File: src/rtl/bitop_pkg.sv
package bitop_pkg;
   typedef enum logic [4:0] {
      OP_SHR  = 5'd0,  OP_SHL  = 5'd1,  OP_SAR  = 5'd2,  OP_ROR  = 5'd3,
      OP_ROL  = 5'd4,  OP_ENC  = 5'd5,  OP_DEC  = 5'd6,  OP_MSK  = 5'd7,
      OP_ONES = 5'd8,  OP_REV  = 5'd9,  OP_SGNX = 5'd10, OP_ZROX = 5'd11,
      OP_LTS  = 5'd12, OP_LTU  = 5'd13, OP_LES  = 5'd14, OP_LEU  = 5'd15,
      OP_GTS  = 5'd16, OP_GTU  = 5'd17, OP_GES  = 5'd18, OP_GEU  = 5'd19,
      OP_EQ   = 5'd20, OP_NE   = 5'd21, OP_CMP3 = 5'd22
   } bitop_e;

   localparam int unsigned OP_BITS = 5;
   localparam int unsigned NUM_OPS = 23;
endpackage

File: src/rtl/bitop_shift.sv
module bitop_shift
   import bitop_pkg::*;
#(
   parameter int W      = 32,
   parameter bit BARREL = 1'b1,
   localparam int SHW   = $clog2(W)
) (
   input  bitop_e           op,
   input  logic [W-1:0]     x,
   input  logic [SHW-1:0]   amt,
   output logic [W-1:0]     res
);
   logic           mine;
   logic           is_rot;
   logic [W-1:0]   core;

   assign is_rot = (op == OP_ROR) || (op == OP_ROL);
   assign mine   = (op == OP_SHR) || (op == OP_SHL) || (op == OP_SAR) || is_rot;

   function automatic logic [W-1:0] mirror(input logic [W-1:0] v);
      for (int i = 0; i < W; i++) mirror[i] = v[W-1-i];
   endfunction

   if (BARREL) begin : g_barrel
      // left operations ride the right-going stages on a mirrored word
      logic           go_left;
      logic           fill_bit;
      logic [W-1:0]   stg [SHW+1];

      assign go_left  = (op == OP_SHL) || (op == OP_ROL);
      assign fill_bit = (op == OP_SAR) ? x[W-1] : 1'b0;
      assign stg[0]   = go_left ? mirror(x) : x;

      for (genvar i = 0; i < SHW; i++) begin : g_stage
         localparam int S = 1 << i;
         logic [S-1:0] fill_w;
         assign fill_w     = is_rot ? stg[i][S-1:0] : {S{fill_bit}};
         assign stg[i+1]   = amt[i] ? {fill_w, stg[i][W-1:S]} : stg[i];
      end

      assign core = go_left ? mirror(stg[SHW]) : stg[SHW];
   end else begin : g_behav
      int unsigned back;
      assign back = W - int'(amt);
      always_comb begin
         unique case (op)
            OP_SHR:  core = x >> amt;
            OP_SHL:  core = x << amt;
            OP_SAR:  core = W'($signed(x) >>> amt);
            OP_ROR:  core = (x >> amt) | (x << back);
            OP_ROL:  core = (x << amt) | (x >> back);
            default: core = '0;
         endcase
      end
   end

   assign res = mine ? core : '0;

   always_comb begin

      if (is_rot) begin
         rot_popcount_chk: assert ($countones(res) == $countones(x));
      end
   end
endmodule

File: src/rtl/bitop_field.sv
module bitop_field
   import bitop_pkg::*;
#(
   parameter int W    = 32,
   localparam int SHW = $clog2(W)
) (
   input  bitop_e           op,
   input  logic [W-1:0]     x,
   input  logic [SHW-1:0]   amt,
   output logic [W-1:0]     res
);
   logic [SHW-1:0]  top_idx;
   logic [SHW:0]    pop;
   logic [W-1:0]    keep_mask;
   logic [W-1:0]    flipped;
   logic [W-1:0]    dec_word;

   always_comb begin
      top_idx = '0;
      for (int i = 0; i < W; i++) if (x[i]) top_idx = SHW'(i);
   end

   always_comb begin
      pop = '0;
      for (int i = 0; i < W; i++) pop = pop + {{SHW{1'b0}}, x[i]};
   end

   always_comb begin
      for (int i = 0; i < W; i++) flipped[i] = x[W-1-i];
   end

   // W-1-amt equals ~amt in SHW bits because W is a power of two
   assign keep_mask = {W{1'b1}} >> (~amt);
   assign dec_word  = {{(W-1){1'b0}}, 1'b1} << amt;

   always_comb begin
      unique case (op)
         OP_ENC:  res = W'(top_idx);
         OP_DEC:  res = dec_word;
         OP_MSK:  res = keep_mask;
         OP_ONES: res = W'(pop);
         OP_REV:  res = flipped >> (~amt);
         OP_SGNX: res = x[amt] ? (x | ~keep_mask) : (x & keep_mask);
         OP_ZROX: res = x & keep_mask;
         default: res = '0;
      endcase
   end

   always_comb begin

      if (x != '0) begin
         enc_hit_chk: assert (x[top_idx] && ((x >> top_idx) >> 1) == '0);
      end

      dec_onehot_chk: assert ($onehot(dec_word) && $countones(keep_mask) == int'(amt) + 1);
   end
endmodule

File: src/rtl/bitop_cmp.sv
module bitop_cmp
   import bitop_pkg::*;
#(
   parameter int W = 32
) (
   input  bitop_e         op,
   input  logic [W-1:0]   x,
   input  logic [W-1:0]   y,
   output logic [W-1:0]   res
);
   logic lts, ltu, eq, gts;
   logic hit;

   assign lts = $signed(x) < $signed(y);
   assign ltu = x < y;
   assign eq  = x == y;
   assign gts = $signed(y) < $signed(x);

   always_comb begin
      hit = 1'b0;
      unique case (op)
         OP_LTS: hit = lts;
         OP_LTU: hit = ltu;
         OP_LES: hit = lts | eq;
         OP_LEU: hit = ltu | eq;
         OP_GTS: hit = ~(lts | eq);
         OP_GTU: hit = ~(ltu | eq);
         OP_GES: hit = ~lts;
         OP_GEU: hit = ~ltu;
         OP_EQ:  hit = eq;
         OP_NE:  hit = ~eq;
         default: hit = 1'b0;
      endcase
   end

   always_comb begin
      if (op == OP_CMP3)       res = lts ? {W{1'b1}} : (eq ? '0 : W'(1));
      else if (hit)            res = {W{1'b1}};
      else                     res = '0;
   end

   always_comb begin

      order_excl_chk: assert ($onehot({lts, eq, gts}));
   end
endmodule

File: src/rtl/bitop_unit.sv
module bitop_unit
   import bitop_pkg::*;
#(
   parameter int W      = 32,
   parameter bit BARREL = 1'b1
) (
   input  logic                 clk,
   input  logic                 rst_n,
   input  logic                 in_valid,
   input  logic [OP_BITS-1:0]   in_op,
   input  logic [W-1:0]         in_x,
   input  logic [W-1:0]         in_y,
   output logic                 out_valid,
   output logic [W-1:0]         out_result
);
   localparam int SHW = $clog2(W);

   if (W < 8 || (W & (W - 1)) != 0) begin : g_bad_width
      $error("bitop_unit: W must be a power of two of at least 8");
   end

   bitop_e          op;
   logic [SHW-1:0]  amt;
   logic [W-1:0]    r_shift, r_field, r_cmp, nxt;

   assign op  = bitop_e'(in_op);
   assign amt = in_y[SHW-1:0];

   bitop_shift #(.W(W), .BARREL(BARREL)) shift_i (
      .op(op), .x(in_x), .amt(amt), .res(r_shift));

   bitop_field #(.W(W)) field_i (
      .op(op), .x(in_x), .amt(amt), .res(r_field));

   bitop_cmp #(.W(W)) cmp_i (
      .op(op), .x(in_x), .y(in_y), .res(r_cmp));

   // each unit yields zero outside its own opcodes, so undefined codes give zero
   assign nxt = r_shift | r_field | r_cmp;

   always_ff @(posedge clk or negedge rst_n) begin
      if (!rst_n) begin
         out_valid  <= 1'b0;
         out_result <= '0;
      end else begin
         out_valid <= in_valid;
         if (in_valid) out_result <= nxt;
      end
   end


   valid_latency_chk: assert property (@(posedge clk) disable iff (!rst_n)
      out_valid == $past(in_valid));


   idle_hold_chk: assert property (@(posedge clk) disable iff (!rst_n)
      !$past(in_valid) |-> out_result == $past(out_result));


   undef_zero_chk: assert property (@(posedge clk) disable iff (!rst_n)
      ($past(in_valid) && $past(in_op) >= OP_BITS'(NUM_OPS)) |-> (out_valid && out_result == '0));
endmodule

File: config.mk
export PLATFORM = sky130hd
export DESIGN_NAME = bitop_unit
export DESIGN_NICKNAME = d
export VERILOG_FILES = /design/src/rtl/bitop_pkg.sv /design/src/rtl/bitop_shift.sv /design/src/rtl/bitop_field.sv /design/src/rtl/bitop_cmp.sv /design/src/rtl/bitop_unit.sv
export SDC_FILE = /design/constraint.sdc
export NUM_CORES = 1
export LEC_CHECK = 0
export ABC_AREA = 0
export CORE_UTILIZATION = 65
export DETAILED_ROUTE_END_ITERATION = 8
export DONT_BUFFER_PORTS = 1
export PLACE_DENSITY = 0.81
export SKIP_LAST_GASP = 1
export SYNTH_ARGS = -nofsm -noshare
export SYNTH_HDL_FRONTEND = slang
export SYNTH_SLANG_ARGS = --single-unit
File: constraint.sdc
create_clock -name clk -period 1 [get_ports clk]
set_clock_uncertainty 0.15 [all_clocks]
set_input_delay 0 -clock clk [delete_from_list [all_inputs] [get_ports clk]]
set_output_delay 0 -clock clk [all_outputs]
set_load 0.02 [all_outputs]
==> impl_results.md, run 1 <==
- PortBufs: 0
- Post-synth EDFFs: 0
- Asr flop ratio synth: 100.0%
- Sequential share of the synthesized area: 8.058%
- Syn nets: 1,568
- Die Y-Extent: 127.6 microns
- Post-synth top area cell: dfrtp_1
- Syn Area/Cell: 7.162 sq um
- Log Error: [ERROR GRT-0116] Global routing finished with congestion. Check the congestion regions in the DRC Viewer.
- #FFs+latches synth: 33
- Pre-CTS setup slack: -4.180 ns
- Maximum number of pins on one net before global-route repair: 113
- Gate count of the mapped netlist: 1,431
- H-tree levels: 2
- GRT Util Overall: 83.92%
- Vias in the first global route: 17,010
- Main flop type after synthesis: dfrtp_1
- Share of the synthesized area in the top cell type: 8.058%
- Yosys cell types: 91
- Sink Count: 33
- Core Rows: 45
- First-pass GRT wire length: 104,500 microns
- Gr ovfl total: 350
- Yosys warnings: 0
- Die width: 127.6 microns
- Clk buf depth: 2
- Synth top area cells: dfrtp_1 (8.1%), mux4_2 (7.3%), nand2_1 (6.3%)
- CTS root buffer: clkbuf_16
- CTS Buf Count: 5
- Synth Cell Area: 10,250 sq um
- # IOs: 105
- Status: stopped before the end
- Initial Utilization: 66.92%
- Failed at: global routing
- Detailed placer's ending HPWL: 39,250 microns
- GPL Wtd Cong: 1.262
-- Yosys cell counts, drive strengths merged, types with 6 or more instances --
cell type and number:
nand3 28, and2 10, buf 63, nand2 172, or4 7, fa 24, o2111ai 6, a21oi 87
o31ai 9, or3 6, mux2i 51, nor4 13, mux2 19, a22o 13, a211o 11, o221ai 15
a221oi 16, a41oi 10, nand2b 37, nor2b 14, and3 7, ha 41, a211oi 44, o21ai 93
o21a 10, o211ai 19, inv 80, a21o 11, a22oi 33, o22ai 26, or2 23, dfrtp 33
o221a 9, nand4 17, a31oi 35, nor3 23, clkbuf 72, mux4 33, nor2 132
-- metrics by stage --
step,std cells,util [%],area (sq um)
2_1_floorplan,1431,-,10430
3_3_place_gp,1865,82.83,12680
3_5_place_dp,1865,82.83,12680
4_1_cts,1890,87.00,13320
-- per-layer routing --
layer	overflow	global-route usage, %
met1	6	84.23
met3	12	68.68
met5	2	32.20
met4	145	86.55
met2	185	99.39
-- logic make-up after synthesis --
group	synth area share [%]
simple gates	23.53
compound gates	34.64
flops	8.058
xor+xnor	0.7082
mux	14.52
buf+inv	8.863
fa+ha+maj	9.694
-- timing repair --
| action | CTS |
|---|---|
| resized for setup | 61 |
| gates cloned | 3 |
| hold buffers | 2 |
| endpoints found under the hold margin | 66 |
| setup endpoints to repair | 38 |
| setup buffers | 12 |
| pin swaps | 47 |
==> inputs of run 2 (changes only) <==
--- a/config.mk
+++ b/config.mk
@@ -6,10 +6,10 @@
 export NUM_CORES = 1
 export LEC_CHECK = 0
 export ABC_AREA = 0
-export CORE_UTILIZATION = 65
+export CORE_UTILIZATION = 40
 export DETAILED_ROUTE_END_ITERATION = 8
 export DONT_BUFFER_PORTS = 1
-export PLACE_DENSITY = 0.81
+export PLACE_DENSITY_LB_ADDON = 0.15
 export SKIP_LAST_GASP = 1
 export SYNTH_ARGS = -nofsm -noshare
 export SYNTH_HDL_FRONTEND = slang
==> impl_results.md, run 2 <==
- Slew Viols, Final: 0
- Core area: 25,180 sq um
- Post-synth top area cell: dfrtp_1 (unchanged)
- RSZ-0062 raised after global routing: yes
- WP buf/inv: 1
- Vias per cell: 6.772
- Tmin final: 4.858 ns
- Worst VDD drop: 1.832 mV
- GRT Util Overall: 47.07%
- Final Net Count: 1,894
- CP Data Required Time: 1.02 ns
- Net Sw Power: 6.591 mW
- CP startpoint kind: primary input
- Asr flop ratio synth: 100.0% (unchanged)
- Gate count of the mapped netlist: 1,431 (unchanged)
- CP max stage delay: 0.55 ns
- Slew headroom: 42.35%
- PortBufs: 0 (unchanged)
- Syn-to-layout area delta: 40.81%
- Largest register FFs: 32
- Min-delay worst type: in2reg
- Design Power: 14.24 mW
- Fin. Hold Viols: 16
- Sequential Area: 825.8 sq um
- Most used cell, CP: fa_1
- Finish-stage setup viols: 39
- Die width: 162.1 microns (was 127.6 microns)
- Core Rows: 58 (was 45)
- Sequential power share: 11.8%
- TritonCTS clock tree: built
- Worst Path Arrival: 4.88 ns
- Sw Ratio: 46.28%
- Synth Cell Area: 10,250 sq um (unchanged)
- Area taken by multi-input logic gates: 9076 sq um
- Clk pin slew, worst setup/hold paths: 0.06 ns
- WS Path Type: in2reg
- Worst reg-to-reg path cell count: 2
- Antenna diodes: 0
- # IOs: 105 (unchanged)
- Power share of the clock group: 11.2%
- CTS root buffer: clkbuf_16 (unchanged)
- Top flop regs: out_result (32), out_valid (1)
- Hold Path Stages: 3
- Post-layout util: 57.31%
- Static leakage: 6.174 nW
- Most frequent cell after synthesis: nand2_1 (unchanged)
- CP Depth: 16
- Proportion of layout cells with a drive suffix above 1: 36.69%
- H-tree levels: 2 (unchanged)
- Syn nets: 1,568 (unchanged)
- Share of the synthesized area in the top cell type: 8.058% (unchanged)
- Violated checks: negative hold slack, negative setup slack
- Crit-path cells: ha_4 > inv_2 > fa_1 > fa_1 > fa_1 > fa_1 > fa_1 > fa_2 > fa_2 > fa_2 > xor2_1 > o2bb2ai_1 > a211oi_1 > nand4_1 > a211oi_2 > a31oi_1
- Initial Utilization: 40.70% (was 66.92%)
- Syn Area/Cell: 7.162 sq um (unchanged)
- Detailed placer's ending HPWL: 48,620 microns (was 39,250 microns)
- Clk buf depth: 2 (unchanged)
- First-pass GRT wire length: 90,330 microns
- Clock insertion delay at the later pin of the skew report: 0.28 ns
- Commonest non-fill, non-tap cell in the layout: buf_4
- Max-cap viol count: 0
- Die Y-Extent: 162.1 microns (was 127.6 microns)
- #FFs+latches synth: 33 (unchanged)
- Power share of the combinational group: 77.0%
- Iter 0 DRT Violations: 2,063
- Most flops, register: out_result
- DRC violations left: 0
- WHS: -0.06449 ns
- Final setup margin: -3.858 ns
- Filler Cells Inserted: 2,420
- Max Clk Rate: 0.2059 GHz
- GPL Wtd Cong: 1.073 (was 1.262)
- Synth top area cells: dfrtp_1 (8.1%), mux4_2 (7.3%), nand2_1 (6.3%) (unchanged)
- CP endpoint kind: flop
- Yosys warnings: 0 (unchanged)
- Gr ovfl total: 0
- Status: complete, but fails checks (was stopped before the end)
- Yosys cell types: 91 (unchanged)
- Sink Count: 33 (unchanged)
- Tcrit/Tclk final: 485.8%
- Main flop type after synthesis: dfrtp_1 (unchanged)
- Total Wirelength: 62,910 microns
- Pre-CTS setup slack: -4.240 ns (was -4.180 ns)
- Internal Dissipation: 7.652 mW
- Number of routed nets with antenna violations: 0
- CP max-delay cell: fa_1
- Tightest Pin Transition: 0.8619 ns
- Drt first pass iters: 6
- Synth cell count leaders: nand2_1 (171), nor2_1 (131), o21ai_0 (91) (unchanged)
- Top delay family on crit path: adder cells
- Vias: 14,140
- Most frequent cells in the layout: buf_4 (419), nand2_1 (169), nor2_1 (130)
- Vias in the first global route: 13,470
- Initial antenna violation count: 1
- WL/cell: 30.13 microns
- Die area: 26,270 sq um
- Crit path max fanout: 9
- Post-synth EDFFs: 0 (unchanged)
- CTS Buf Count: 5 (unchanged)
- Maximum number of pins on one net before global-route repair: 113
- Sequential share of the synthesized area: 8.058% (unchanged)
- Power Dens Cells: 987.0 nW/um^2
## run 2: logic make-up after synthesis
family                     after synthesis  share of synthesized area [%]
DFF                                     33                          8.058
adders and majority gates               65                          9.694
AOI/OAI and AO/OA                      507                          34.64
and+or+nand+nor                        504                          23.53
muxes                                  103                          14.52
xor gates and xnor gates                 4                         0.7082
buffers and inverters                  215                          8.863
## run 2: final timing paths
check	from	to	slack [ns]
worst max-delay path	in_x[1]	out_result[2]$_DFFE_PN0P_	-3.86
worst min register to register	out_result[15]$_DFFE_PN0P_	out_result[15]$_DFFE_PN0P_	0.39
max in group asynchronous	rst_n	out_result[18]$_DFFE_PN0P_	0.48
worst max register to register	out_result[14]$_DFFE_PN0P_	out_result[14]$_DFFE_PN0P_	-0.07
worst min-delay path	in_x[30]	out_result[0]$_DFFE_PN0P_	-0.06
min in group asynchronous	rst_n	out_valid$_DFF_PN0_	0.02
## run 2: power by group through the flow
stage | sequential (mW) | clock (mW) | combinational [mW]
6_report | 1.68 | 1.59 | 11.0
3_3_place_gp | 1.68 | 0 | 9.45
4_1_cts | 1.67 | 1.58 | 10.3
3_5_place_dp | 1.69 | 0 | 9.61
5_1_grt | 1.70 | 1.62 | 11.6
2_1_floorplan | 1.91 | 0 | 5.93
## run 2: what timing repair did
action / 4_1_cts / 5_1_grt
resized for setup: 65 / 43
pin swaps: 39 / 26
setup endpoints to repair: 39 / 41
setup buffers: 11 / 6
hold endpoints to repair: 66 / 33
cloned: 2 / 0
hold buffers: 2 / 3
## run 2: layout make-up
class | count | share of cell area (%)
tap | 330 | 2.861
inverter | 80 | 2.220
multi-input combinational | 1183 | 62.89
clock buffer | 5 | 0.8670
sequential | 33 | 5.722
clock inverter | 3 | 0.1214
timing repair buffer | 454 | 25.32
## run 2: worst min-delay path: stages
cell and delay, ns:
a21oi_1 0.09, a21oi_2 0.15, a41oi_2 0.09
## run 2: routing by layer
layer | wire [microns] | global-route usage, %
met5 | 61 | 1.705
met1 | 24690 | 62.55
met3 | 7740 | 11.18
met4 | 3867 | 23.54
met2 | 26550 | 70.80
## run 2: through the flow
step	cells	TNS, ns	hold slack, ns	cell area (sq um)
2_1_floorplan	1431	-69.64	-0.4456	10430
3_3_place_gp	2061	-74.20	-0.4448	13460
3_5_place_dp	2061	-74.80	-0.4448	13460
4_1_cts	2082	-63.24	-0.4104	14140
5_1_grt	2088	-66.54	-0.04095	14430
6_report	2088	-62.91	-0.06449	14430
(Power assumes the default switching activity.)
